`config.mk`:
```
export PLATFORM = sky130hd
export DESIGN_NAME = swbox_route
export DESIGN_NICKNAME = d
export VERILOG_FILES = /design/src/rtl/swbox_pkg.sv /design/src/rtl/swbox_rst_sync.sv /design/src/rtl/swbox_cfg_chain.sv /design/src/rtl/swbox_track_sel.sv /design/src/rtl/swbox_route.sv
export SDC_FILE = /design/constraint.sdc
export NUM_CORES = 1
export LEC_CHECK = 0
export BUFFER_PORTS_ARGS = -buffer_cell sky130_fd_sc_hd__buf_2
export CORE_ASPECT_RATIO = 0.75
export CORE_UTILIZATION = 35
export DETAILED_ROUTE_END_ITERATION = 16
export GPL_ROUTABILITY_DRIVEN = 1
export PLACE_DENSITY = 0.67
export SETUP_SLACK_MARGIN = 0.5
export SLEW_MARGIN = 20
export SYNTH_ARGS = -nofsm -noshare
export SYNTH_HDL_FRONTEND = slang
export SYNTH_HIERARCHICAL = 1
export SYNTH_SLANG_ARGS = --single-unit
```
`constraint.sdc`:
```
create_clock -name clk -period 1.1 [get_ports clk]
set_input_delay 0 -clock clk [delete_from_list [all_inputs] [get_ports clk]]
set_output_delay 0 -clock clk [all_outputs]
set_load 0.02 [all_outputs]
```
`src/rtl/swbox_pkg.sv`:
```
`timescale 1ns/1ps
package swbox_pkg;

  localparam int SIDES   = 4;
  localparam int CODE_W  = 2;
  localparam int FIELD_W = CODE_W + 1;

  localparam int TOPO_PLANAR   = 0;
  localparam int TOPO_ROTATING = 1;

  typedef enum logic [CODE_W-1:0] {
    SRC_NEXT = 2'd0,
    SRC_OPP  = 2'd1,
    SRC_PREV = 2'd2,
    SRC_OFF  = 2'd3
  } src_code_e;

  typedef struct packed {
    logic      en;
    src_code_e code;
  } route_field_t;

  // Track number feeding output track t for a given source code.
  function automatic int src_track(input int topo, input int code,
                                   input int t, input int tracks);
    if (topo == TOPO_ROTATING && code == 0) return (t + 1) % tracks;
    if (topo == TOPO_ROTATING && code == 2) return (t + tracks - 1) % tracks;
    return t;
  endfunction

endpackage

```
`src/rtl/swbox_rst_sync.sv`:
```
`timescale 1ns/1ps
module swbox_rst_sync (
  input  logic clk,
  input  logic rst_n,
  output logic run
);
  logic [1:0] sync_q;
  logic [1:0] sync_d;

  always_comb sync_d = {sync_q[0], 1'b1};

  always_ff @(posedge clk or negedge rst_n) begin
    if (!rst_n) sync_q <= 2'b00;
    else        sync_q <= sync_d;
  end

  assign run = sync_q[1];
endmodule

```
`src/rtl/swbox_cfg_chain.sv`:
```
`timescale 1ns/1ps
module swbox_cfg_chain #(
  parameter int LEN = 48
) (
  input  logic           clk,
  input  logic           rst_n,
  input  logic           run,
  input  logic           shift_en,
  input  logic           ser_in,
  output logic           ser_out,
  output logic [LEN-1:0] bits
);
  logic [LEN-1:0] chain_q;
  logic [LEN-1:0] chain_d;
  logic           shift_ce;

  assign shift_ce = run & shift_en;

  always_comb begin
    chain_d = chain_q;
    if (shift_ce) chain_d = {chain_q[LEN-2:0], ser_in};
  end

  always_ff @(posedge clk or negedge rst_n) begin
    if (!rst_n) chain_q <= '0;
    else        chain_q <= chain_d;
  end

  assign bits    = chain_q;
  assign ser_out = chain_q[LEN-1];
endmodule

```
`src/rtl/swbox_track_sel.sv`:
```
`timescale 1ns/1ps
module swbox_track_sel
  import swbox_pkg::*;
(
  input  route_field_t field,
  input  logic [2:0]   src,
  output logic         drv
);
  always_comb begin
    drv = 1'b0;
    if (field.en) begin
      unique case (field.code)
        SRC_NEXT: drv = src[0];
        SRC_OPP:  drv = src[1];
        SRC_PREV: drv = src[2];
        SRC_OFF:  drv = 1'b0;
        default:  drv = 1'b0;
      endcase
    end
  end
endmodule

```
`src/rtl/swbox_route.sv`:
```
`timescale 1ns/1ps
module swbox_route #(
  parameter int TRACKS   = 4,
  parameter int TOPOLOGY = 1
) (
  input  logic              clk,
  input  logic              rst_n,
  input  logic              cfg_en,
  input  logic              cfg_in,
  output logic              cfg_out,
  input  logic [TRACKS-1:0] in_n,
  input  logic [TRACKS-1:0] in_e,
  input  logic [TRACKS-1:0] in_s,
  input  logic [TRACKS-1:0] in_w,
  output logic [TRACKS-1:0] out_n,
  output logic [TRACKS-1:0] out_e,
  output logic [TRACKS-1:0] out_s,
  output logic [TRACKS-1:0] out_w
);
  import swbox_pkg::*;

  localparam int NUM_OUT   = SIDES * TRACKS;
  localparam int CHAIN_LEN = NUM_OUT * FIELD_W;

  logic                             run_q;
  logic [CHAIN_LEN-1:0]             cfg_q;
  logic [SIDES-1:0][TRACKS-1:0]     side_in;
  logic [SIDES-1:0][TRACKS-1:0]     side_out;

  assign side_in[0] = in_n;
  assign side_in[1] = in_e;
  assign side_in[2] = in_s;
  assign side_in[3] = in_w;

  assign out_n = side_out[0];
  assign out_e = side_out[1];
  assign out_s = side_out[2];
  assign out_w = side_out[3];

  swbox_rst_sync u_sync (
    .clk   (clk),
    .rst_n (rst_n),
    .run   (run_q)
  );

  swbox_cfg_chain #(.LEN(CHAIN_LEN)) u_chain (
    .clk      (clk),
    .rst_n    (rst_n),
    .run      (run_q),
    .shift_en (cfg_en),
    .ser_in   (cfg_in),
    .ser_out  (cfg_out),
    .bits     (cfg_q)
  );

  for (genvar d = 0; d < SIDES; d++) begin : g_side
    localparam int S_NXT = (d + 1) % SIDES;
    localparam int S_OPP = (d + 2) % SIDES;
    localparam int S_PRV = (d + 3) % SIDES;
    for (genvar t = 0; t < TRACKS; t++) begin : g_trk
      localparam int I_NXT = src_track(TOPOLOGY, 0, t, TRACKS);
      localparam int I_OPP = src_track(TOPOLOGY, 1, t, TRACKS);
      localparam int I_PRV = src_track(TOPOLOGY, 2, t, TRACKS);
      localparam int F_LO  = FIELD_W * (d * TRACKS + t);

      logic [2:0]   src;
      route_field_t fld;

      assign src = {side_in[S_PRV][I_PRV], side_in[S_OPP][I_OPP],
                    side_in[S_NXT][I_NXT]};
      assign fld = route_field_t'(cfg_q[F_LO +: FIELD_W]);

      swbox_track_sel u_sel (
        .field (fld),
        .src   (src),
        .drv   (side_out[d][t])
      );
    end
  end
endmodule

```
== After elaboration in Yosys (flattened, before gate mapping) ==
Cells that the tools add are included.

* Bits in registers: 50
* Output and inout port bits: 17
* Input bits: 20

* Muxes and demuxes: 32
* Eq/ne operators: 48
* Bitwise logic cells: 1
* Reductions and logical operators: 16

{| class="wikitable"
|+ Operators with widths
! operator !! number
|-
| $eq A2 B2 Y1 const B || 32
|-
| $pmux W1 S4 || 16
|-
| $eq A2 B1 Y1 const B || 16
|-
| $logic_not A2 Y1 || 16
|-
| $mux W1 || 16
|-
| $and A1 B1 Y1 || 1
|}

== Longest topological paths before layout ==
Gate-level depths: netlist of the first run.

* Depth after elaboration: 3
* Mapped depth: 4

== Hierarchy ==
Netlist of the first run, hierarchy kept.

{| class="wikitable"
|+ Modules (own cells, without submodules)
! module !! area each (um^2) !! sequential area each (um^2) !! times used !! cells an instance
|-
| swbox_cfg_chain || 1,871.8 || 1,201.2 || 1 || 103
|-
| swbox_track_sel || 28.8 || 0.0 || 16 || 4
|-
| swbox_rst_sync || 53.8 || 50.0 || 1 || 3
|}

== Worst setup path before layout of the first run ==
Ideal clock, no wire load.

* Path type: reg-to-reg
* From: register u_sync.sync_q[1]
* To: register u_chain.chain_q[25] (netlist: u_chain/bits[25])
* Required time: 0.975 ns
* Arrival: 1.036 ns
* Setup slack: -0.061 ns
* Clock period less this slack: 1.161 ns
* Setup time: 0.125 ns
* Cell stages (with the launch flop): 5
* Path through: dfrtp_1 nand2_1 buf_6 buf_6 mux2_4

* Cells in the longest elaborated chain, start to end: 1

{| class="wikitable"
|+ RTL lines
! item !! RTL line !! text
|-
| start: declaration || swbox_rst_sync.sv:7 || <nowiki>logic [1:0] sync_q;</nowiki>
|-
| start signal: assignment || swbox_rst_sync.sv:14 || <nowiki>else sync_q <= sync_d;</nowiki>
|-
| $and A1 B1 Y1 || swbox_cfg_chain.sv:17 || <nowiki>assign shift_ce = run & shift_en;</nowiki>
|-
| end signal: assignment || swbox_cfg_chain.sv:26 || <nowiki>else chain_q <= chain_d;</nowiki>
|-
| end: declaration || swbox_cfg_chain.sv:13 || <nowiki>logic [LEN-1:0] chain_q;</nowiki>
|}

Every way passes these cells.
A chain may end at the register's enable or synchronous reset.

== Worst setup path after layout of the first run ==
* From: register u_chain.chain_q[25] (netlist: u_chain/bits[25])
* To: output port out_s[0]

* Cells in the longest elaborated chain, start to end: 3
* Elaborated cells between the ends (all ways): 6
* Classes of those cells: eq/ne: 3; mux: 2; reduce/logical: 1

{| class="wikitable"
|+ RTL lines
! item !! RTL line !! text
|-
| $eq A2 B2 Y1 (tied with other cells) || swbox_track_sel.sv:12 || <nowiki>unique case (field.code)</nowiki>
|-
| $pmux W1 S4 (*) || swbox_track_sel.sv:12 ||
|-
| $mux W1 (*) || swbox_track_sel.sv:11 || <nowiki>if (field.en) begin</nowiki>
|-
| end: declaration || swbox_route.sv:17 || <nowiki>output logic [TRACKS-1:0] out_s,</nowiki>
|}

Every way passes the cells marked *; elsewhere a longest branch is shown, timed or not.

==> results of run 1 <==
==> what timing repair did <==
item,4_1_cts,5_1_grt
cloned,2,2
gates resized for setup,49,22
hold endpoints to repair,51,51
pin swaps,11,13
setup buffers,15,3
endpoints found under the setup margin,65,65
==> cells by family after synthesis <==
logic type | after synthesis | share of synthesized area, %
and+or+nand+nor | 33 | 9.39
DFF | 50 | 52.4
buffers and inverters | 6 | 2.15
muxes | 64 | 32.5
AOI/OAI and AO/OA | 16 | 3.36
other | 1 | 0.157
==> layout by cell type (no fill, tap or decap), types with 5 or more instances in the layout <==
master	netlist	final
buf_2	2	19
o21ai_1	16	16
buf_4	1	15
mux2i_1	16	16
buf_6	3	18
clkbuf_8	0	5
mux2_4	20	48
nand3b_1	16	16
buf_12	0	6
dfrtp_1	50	50
and2_4	0	16
==> metal layers <==
metal,global-route usage (%),vias to the layer above,wire length (um)
met2,22.3,35,2250
met4,3.92,0,42
met1,20.9,785,2600
li1,-,741,-
met3,3.43,5,222
met5,0,-,0
==> final timing paths <==
check,start,end,cells after the start,slack [ns]
worst min register to register,u_sync/sync_q[0]$_DFF_PN0_,u_sync/sync_q[1]$_DFF_PN0_,0,0.36
worst max-delay path,u_chain/bits[25]$_DFFE_PN0P_,out_s[0],4,-0.22
worst min-delay path,rst_n,u_chain/bits[42]$_DFFE_PN0P_,1,-0.39
worst max register to register,u_sync/sync_q[1]$_DFF_PN0_,u_chain/bits[30]$_DFFE_PN0P_,4,-0.17
min in group clk,cfg_in,u_chain/bits[0]$_DFFE_PN0P_,2,-0.07
max in group asynchronous,rst_n,u_chain/bits[10]$_DFFE_PN0P_,2,1.06
==> synth_stat cells <==
cell	n	area share (%)
o21ai_1	16	3.4
buf_6	3	1.4
mux2_2	28	13
dfrtp_1	50	52
nand2_1	1	0.16
conb_1	1	0.16
buf_4	1	0.31
and2_1	16	4.2
nand3b_1	16	5.0
buf_2	2	0.42
mux2_4	20	13
mux2i_1	16	6.7
==> registers in the layout, summed over array words and instances (netlist names) <==
signal         count
u_chain/bits      48
u_sync/sync_q      2
==> through the flow <==
step / setup WS (ns) / utilization [%] / std cells / cell area, um^2
CTS: -0.184 / 48.9 / 310 / 3150
floorplan: -0.0309 / - / 170 / 2440
global placement: -0.0544 / 42.4 / 286 / 2730
detailed placement: -0.0862 / 42.4 / 286 / 2730
global route: -0.280 / 51.5 / 315 / 3320
finish: -0.224 / 51.5 / 315 / 3320
==> layout make-up <==
| class | count | area share, % |
|---|---|---|
| clock buffers | 6 | 2.19 |
| clock inverters | 1 | 0.226 |
| multi-input cells | 114 | 37.2 |
| flip-flops and latches | 50 | 37.7 |
| well taps | 81 | 3.05 |
| repair buffers | 63 | 19.6 |
==> power by group through the flow <==
stage	clock [mW]	sequential [mW]	combinational, mW
after floorplan	0	2.29	0.644
after CTS	1.05	2.34	1.08
after detailed placement	0	2.39	0.852
after global routing	1.14	2.41	1.37
final	1.03	2.36	1.28
after global placement	0	2.38	0.839
==> out/qor.yml, run 1 <==
setup_path:
  slowest_stage: "dfrtp_1"
  crit_path_end_kind: "output pin"
  cpPeakStageDelay_ns: 0.42
  crit_family: "flip-flops"
  worstPathMaxFanout: 4
  crit_required_ns: 1.10
  crit_path_start_kind: "flip-flop"
  crit_chain: "mux2i_1 -> o21ai_1 -> and2_4 -> buf_6"
  crit_buf_inv: 1
  crit_type: "flip-flop to output pin"
  cp.arrival_ns: 1.32
yosys:
  yosysUniqueCellTypes: 12
  synth_warnings: 6
  syn_inst: 170
  ys_ff_latch: 50
  syn_area_per_cell_um2: 14.0
  syn_nets: 190
  yosysSeqAreaShare_pct: 52.4
  synth_area_mm2: 0.00239
floorplanning:
  dieArea_mm2: 0.00715
  die_y_um: 73.5
  chipWidth_um: 97.3
  initial_core_util_pct: 37.0
  core_mm2: 0.00644
  rows: 25
  ios: 37
status:
  status: "complete, but fails checks"
  violations: "negative hold slack, negative setup slack"
cells_and_area:
  drive_gt1_share_pct: 57.3
  area_delta_synth_final_pct: 39.1
  num_antenna_cells: 0
  multi_input_area_mm2: 0.00124
  seq_area_mm2: 0.00125
  nNetsFinal: 254
  fill_cells: 555
placed_design:
  port_buffers: 36
  gp_congestion: 0.695
  dpl.hpwl_um: 3150
clocking:
  cts_tree: "built"
  insertion_delay_ns: 0.30
  clk_pin_slew_ns: 0.09
  clockBufferDepth: 2
  cts_max_level: 2
  cts_root_buffer: "clkbuf_8"
  cts_made_buffers: 5
  cts.sinks: 50
global_route:
  overflow: 0
  grt_max_degree: 20
  grt_pass1_wl_um: 7960
  grt_pass1_vias: 1574
  antenna_found_initial: 0
  track_usage_pct: 14.6
sta:
  fin_crit_sh_pct: 120
  rsz0062_at_grt: "true"
  skew_ns: 0.00453
  hold_viol: 51
  setup_slack_ns: -0.224
  period_minus_slack_ns: 1.32
  slew_violations: 0
  finalSetupTns_ns: -7.44
  whs_ns: -0.391
  fmax_mhz: 755
  setup_violations: 64
power:
  switching_power_mw: 1.30
  power.leakage_nw: 1.67
  p_total_mw: 4.67
  clockPowerShare_pct: 22.0
  sw_frac_of_total_pct: 27.8
  pwr-share-comb_pct: 27.4
  p_per_area_mw_per_mm2: 1410
  vdd_drop_max_mv: 0.689
  intPower_mw: 3.37
  power.share.sequential_pct: 50.6
drt:
  totalWireLength_um: 5120
  initialDrtViolationCount: 105
  num_vias: 1566
  avgViaCountPerCell: 4.97
  route.detailed.drc: 0
  wl_per_cell_um: 16.2
  detail-route-antenna-nets: 0
  drt_pre_antenna_iters: 4
job:
  cap_violations: 0
worst_hold_path:
  hp-class: "input pin to asynchronous set/reset pin"
No activity file was read; power rests on OpenSTA's default activity.
==> inputs of run 2 (changes only) <==
- TNS_END_PERCENT: unset -> 1
==> run 2 against run 1 <==
  * The run still ends with negative hold slack, negative setup slack left
  * Non-clock buffer count down 17
  * Fmax up 1.7%
  * Via count down 6.6%
  * Highest routed layer unchanged
  * Combinational power down 31%
  * Sequential power about the same
  * Total power down 8.3%
  * Clock power about the same
  * First-iteration DRC count down 50%
  * Sequential share of layout area up 5.8 points
  * Setup slack better by 0.022 ns
==> out/qor.yml, run 2 (synthesis gave the netlist of run 1 again) <==
worst_hold_path:
  hp-class: "input pin to flip-flop"
power:
  power.share.sequential_pct: 54.6
  intPower_mw: 3.07
  clockPowerShare_pct: 24.8
  pwr-share-comb_pct: 20.6
  sw_frac_of_total_pct: 28.4
  p_total_mw: 4.28
  power.leakage_nw: 1.40
  vdd_drop_max_mv: 0.618
  p_per_area_mw_per_mm2: 1490
  switching_power_mw: 1.22
setup_path:
  worstPathMaxFanout: 4
  crit_path_start_kind: "flip-flop"
  crit_required_ns: 1.10
  crit_chain: "mux2i_1 -> o21ai_1 -> and2_4 -> buf_6"
  crit_type: "flip-flop to output pin"
  cp.arrival_ns: 1.30
  slowest_stage: "dfrtp_1"
  crit_path_end_kind: "output pin"
  cpPeakStageDelay_ns: 0.42
cells_and_area:
  fill_cells: 607
  final_util_pct: 44.7
  layout_commonest_cell: "dfrtp_1"
  nNetsFinal: 237
  fin_cells: 299
  largest_reg_flops: 48
  num_antenna_cells: 0
  final_cell_mix: "dfrtp_1 (49), buf_2 (27), mux2_2 (27)"
  area_delta_synth_final_pct: 20.8
  drive_gt1_share_pct: 49.1
sta:
  skew_ns: 0.00888
  period_minus_slack_ns: 1.30
  fin_crit_sh_pct: 118
  hold_viol: 1
  slew_violations: 0
  setup_slack_ns: -0.202
  rsz0062_at_grt: "true"
  setup_violations: 62
  whs_ns: -0.0761
  fmax_mhz: 768
floorplanning:
  chipWidth_um: 97.3
  core_mm2: 0.00644
  ios: 37
  die_y_um: 73.5
  rows: 25
  initial_core_util_pct: 37.0
  dieArea_mm2: 0.00715
placed_design:
  dpl.cell_count: 286
  port_buffers: 36
  gp_congestion: 0.752
  pre_cts_slack_ns: -0.0435
  dpl.hpwl_um: 3040
clocking:
  cts_made_buffers: 5
  insertion_delay_ns: 0.30
  cts_max_level: 2
  cts_tree: "built"
  clockBufferDepth: 2
  cts_root_buffer: "clkbuf_8"
  clk_pin_slew_ns: 0.09
  postCtsHoldBufs: 1
  cts.sinks: 50
drt:
  avgViaCountPerCell: 4.89
  num_vias: 1463
  wl_per_cell_um: 14.6
  totalWireLength_um: 4380
  initialDrtViolationCount: 52
  route.detailed.drc: 0
  detail-route-antenna-nets: 0
  drt_pre_antenna_iters: 4
global_route:
  grt_pass1_wl_um: 7400
  track_usage_pct: 13.4
  antenna_found_initial: 0
  grt_max_degree: 51
  grt_pass1_vias: 1474
  overflow: 0
status:
  status: "complete, but fails checks"
  violations: "negative hold slack, negative setup slack"
job:
  cap_violations: 0
-- run 2: metal layers --
layer / routed length, um / global-route usage [%] / vias to the layer above
li1: - / - / 702
met1: 2340 / 19.5 / 728
met2: 1830 / 20.2 / 29
met3: 171 / 3.14 / 4
met4: 33 / 3.43 / 0
met5: 0 / 0 / -
-- run 2: critical path, delay by kind of cell (launching register included) --
kind | cells | cell delay [ns]
compound gates | 1 | 0.08
buf+inv | 1 | 0.12
flops | 1 | 0.42
mux | 1 | 0.24
simple gates | 1 | 0.14
-- run 2: area by class of cell --
cell class	instances	area, um^2	share of cell area, %
multi-input combinational	114	1100	38.2
clock inverter	3	21.3	0.738
timing repair buffer	46	339	11.8
sequential	50	1250	43.4
tap	81	101	3.52
clock buffer	5	68.8	2.39
-- run 2: path summary, 6_finish.rpt --
kind / startpoint / end / slack (ns) / cells after the start
max: u_chain/bits[25]$_DFFE_PN0P_ / out_s[0] / -0.20 / 4
min: cfg_in / u_chain/bits[0]$_DFFE_PN0P_ / -0.08 / 2
max reg2reg: u_sync/sync_q[1]$_DFF_PN0_ / u_chain/bits[5]$_DFFE_PN0P_ / -0.06 / 3
min reg2reg: u_sync/sync_q[0]$_DFF_PN0_ / u_sync/sync_q[1]$_DFF_PN0_ / 0.39 / 0
max in group asynchronous: rst_n / u_chain/bits[7]$_DFFE_PN0P_ / 0.65 / 3
min in group asynchronous: rst_n / u_chain/bits[33]$_DFFE_PN0P_ / 0.22 / 3
-- run 2: power groups by stage --
stage                     Sequential [mW]  Clock [mW]  Combinational [mW]
final                                2.34        1.06               0.882
after global routing                 2.38        1.19               0.963
after CTS                            2.34        1.12               0.879
after detailed placement             2.38           0               0.794
after global placement               2.37           0               0.775
after floorplan                      2.29           0               0.586
-- run 2: metrics by stage --
step | instance area (um^2) | hold slack (ns) | setup TNS, ns
global placement | 2680 | 0.0159 | -0.626
global route | 2880 | -0.0773 | -7.86
floorplan | 2400 | -0.296 | -0.618
detailed placement | 2680 | 0.00811 | -0.884
CTS | 2830 | -0.0858 | -4.48
finish | 2880 | -0.0761 | -3.98
-- run 2: repair_timing --
| action | 4_1_cts | 5_1_grt |
|---|---|---|
| setup buffers | 3 | 1 |
| cloned | 0 | 0 |
| gates resized for setup | 10 | 14 |
| endpoints found under the setup margin | 65 | 65 |
| endpoints found under the hold margin | 51 | 1 |
| pin swaps | 3 | 6 |
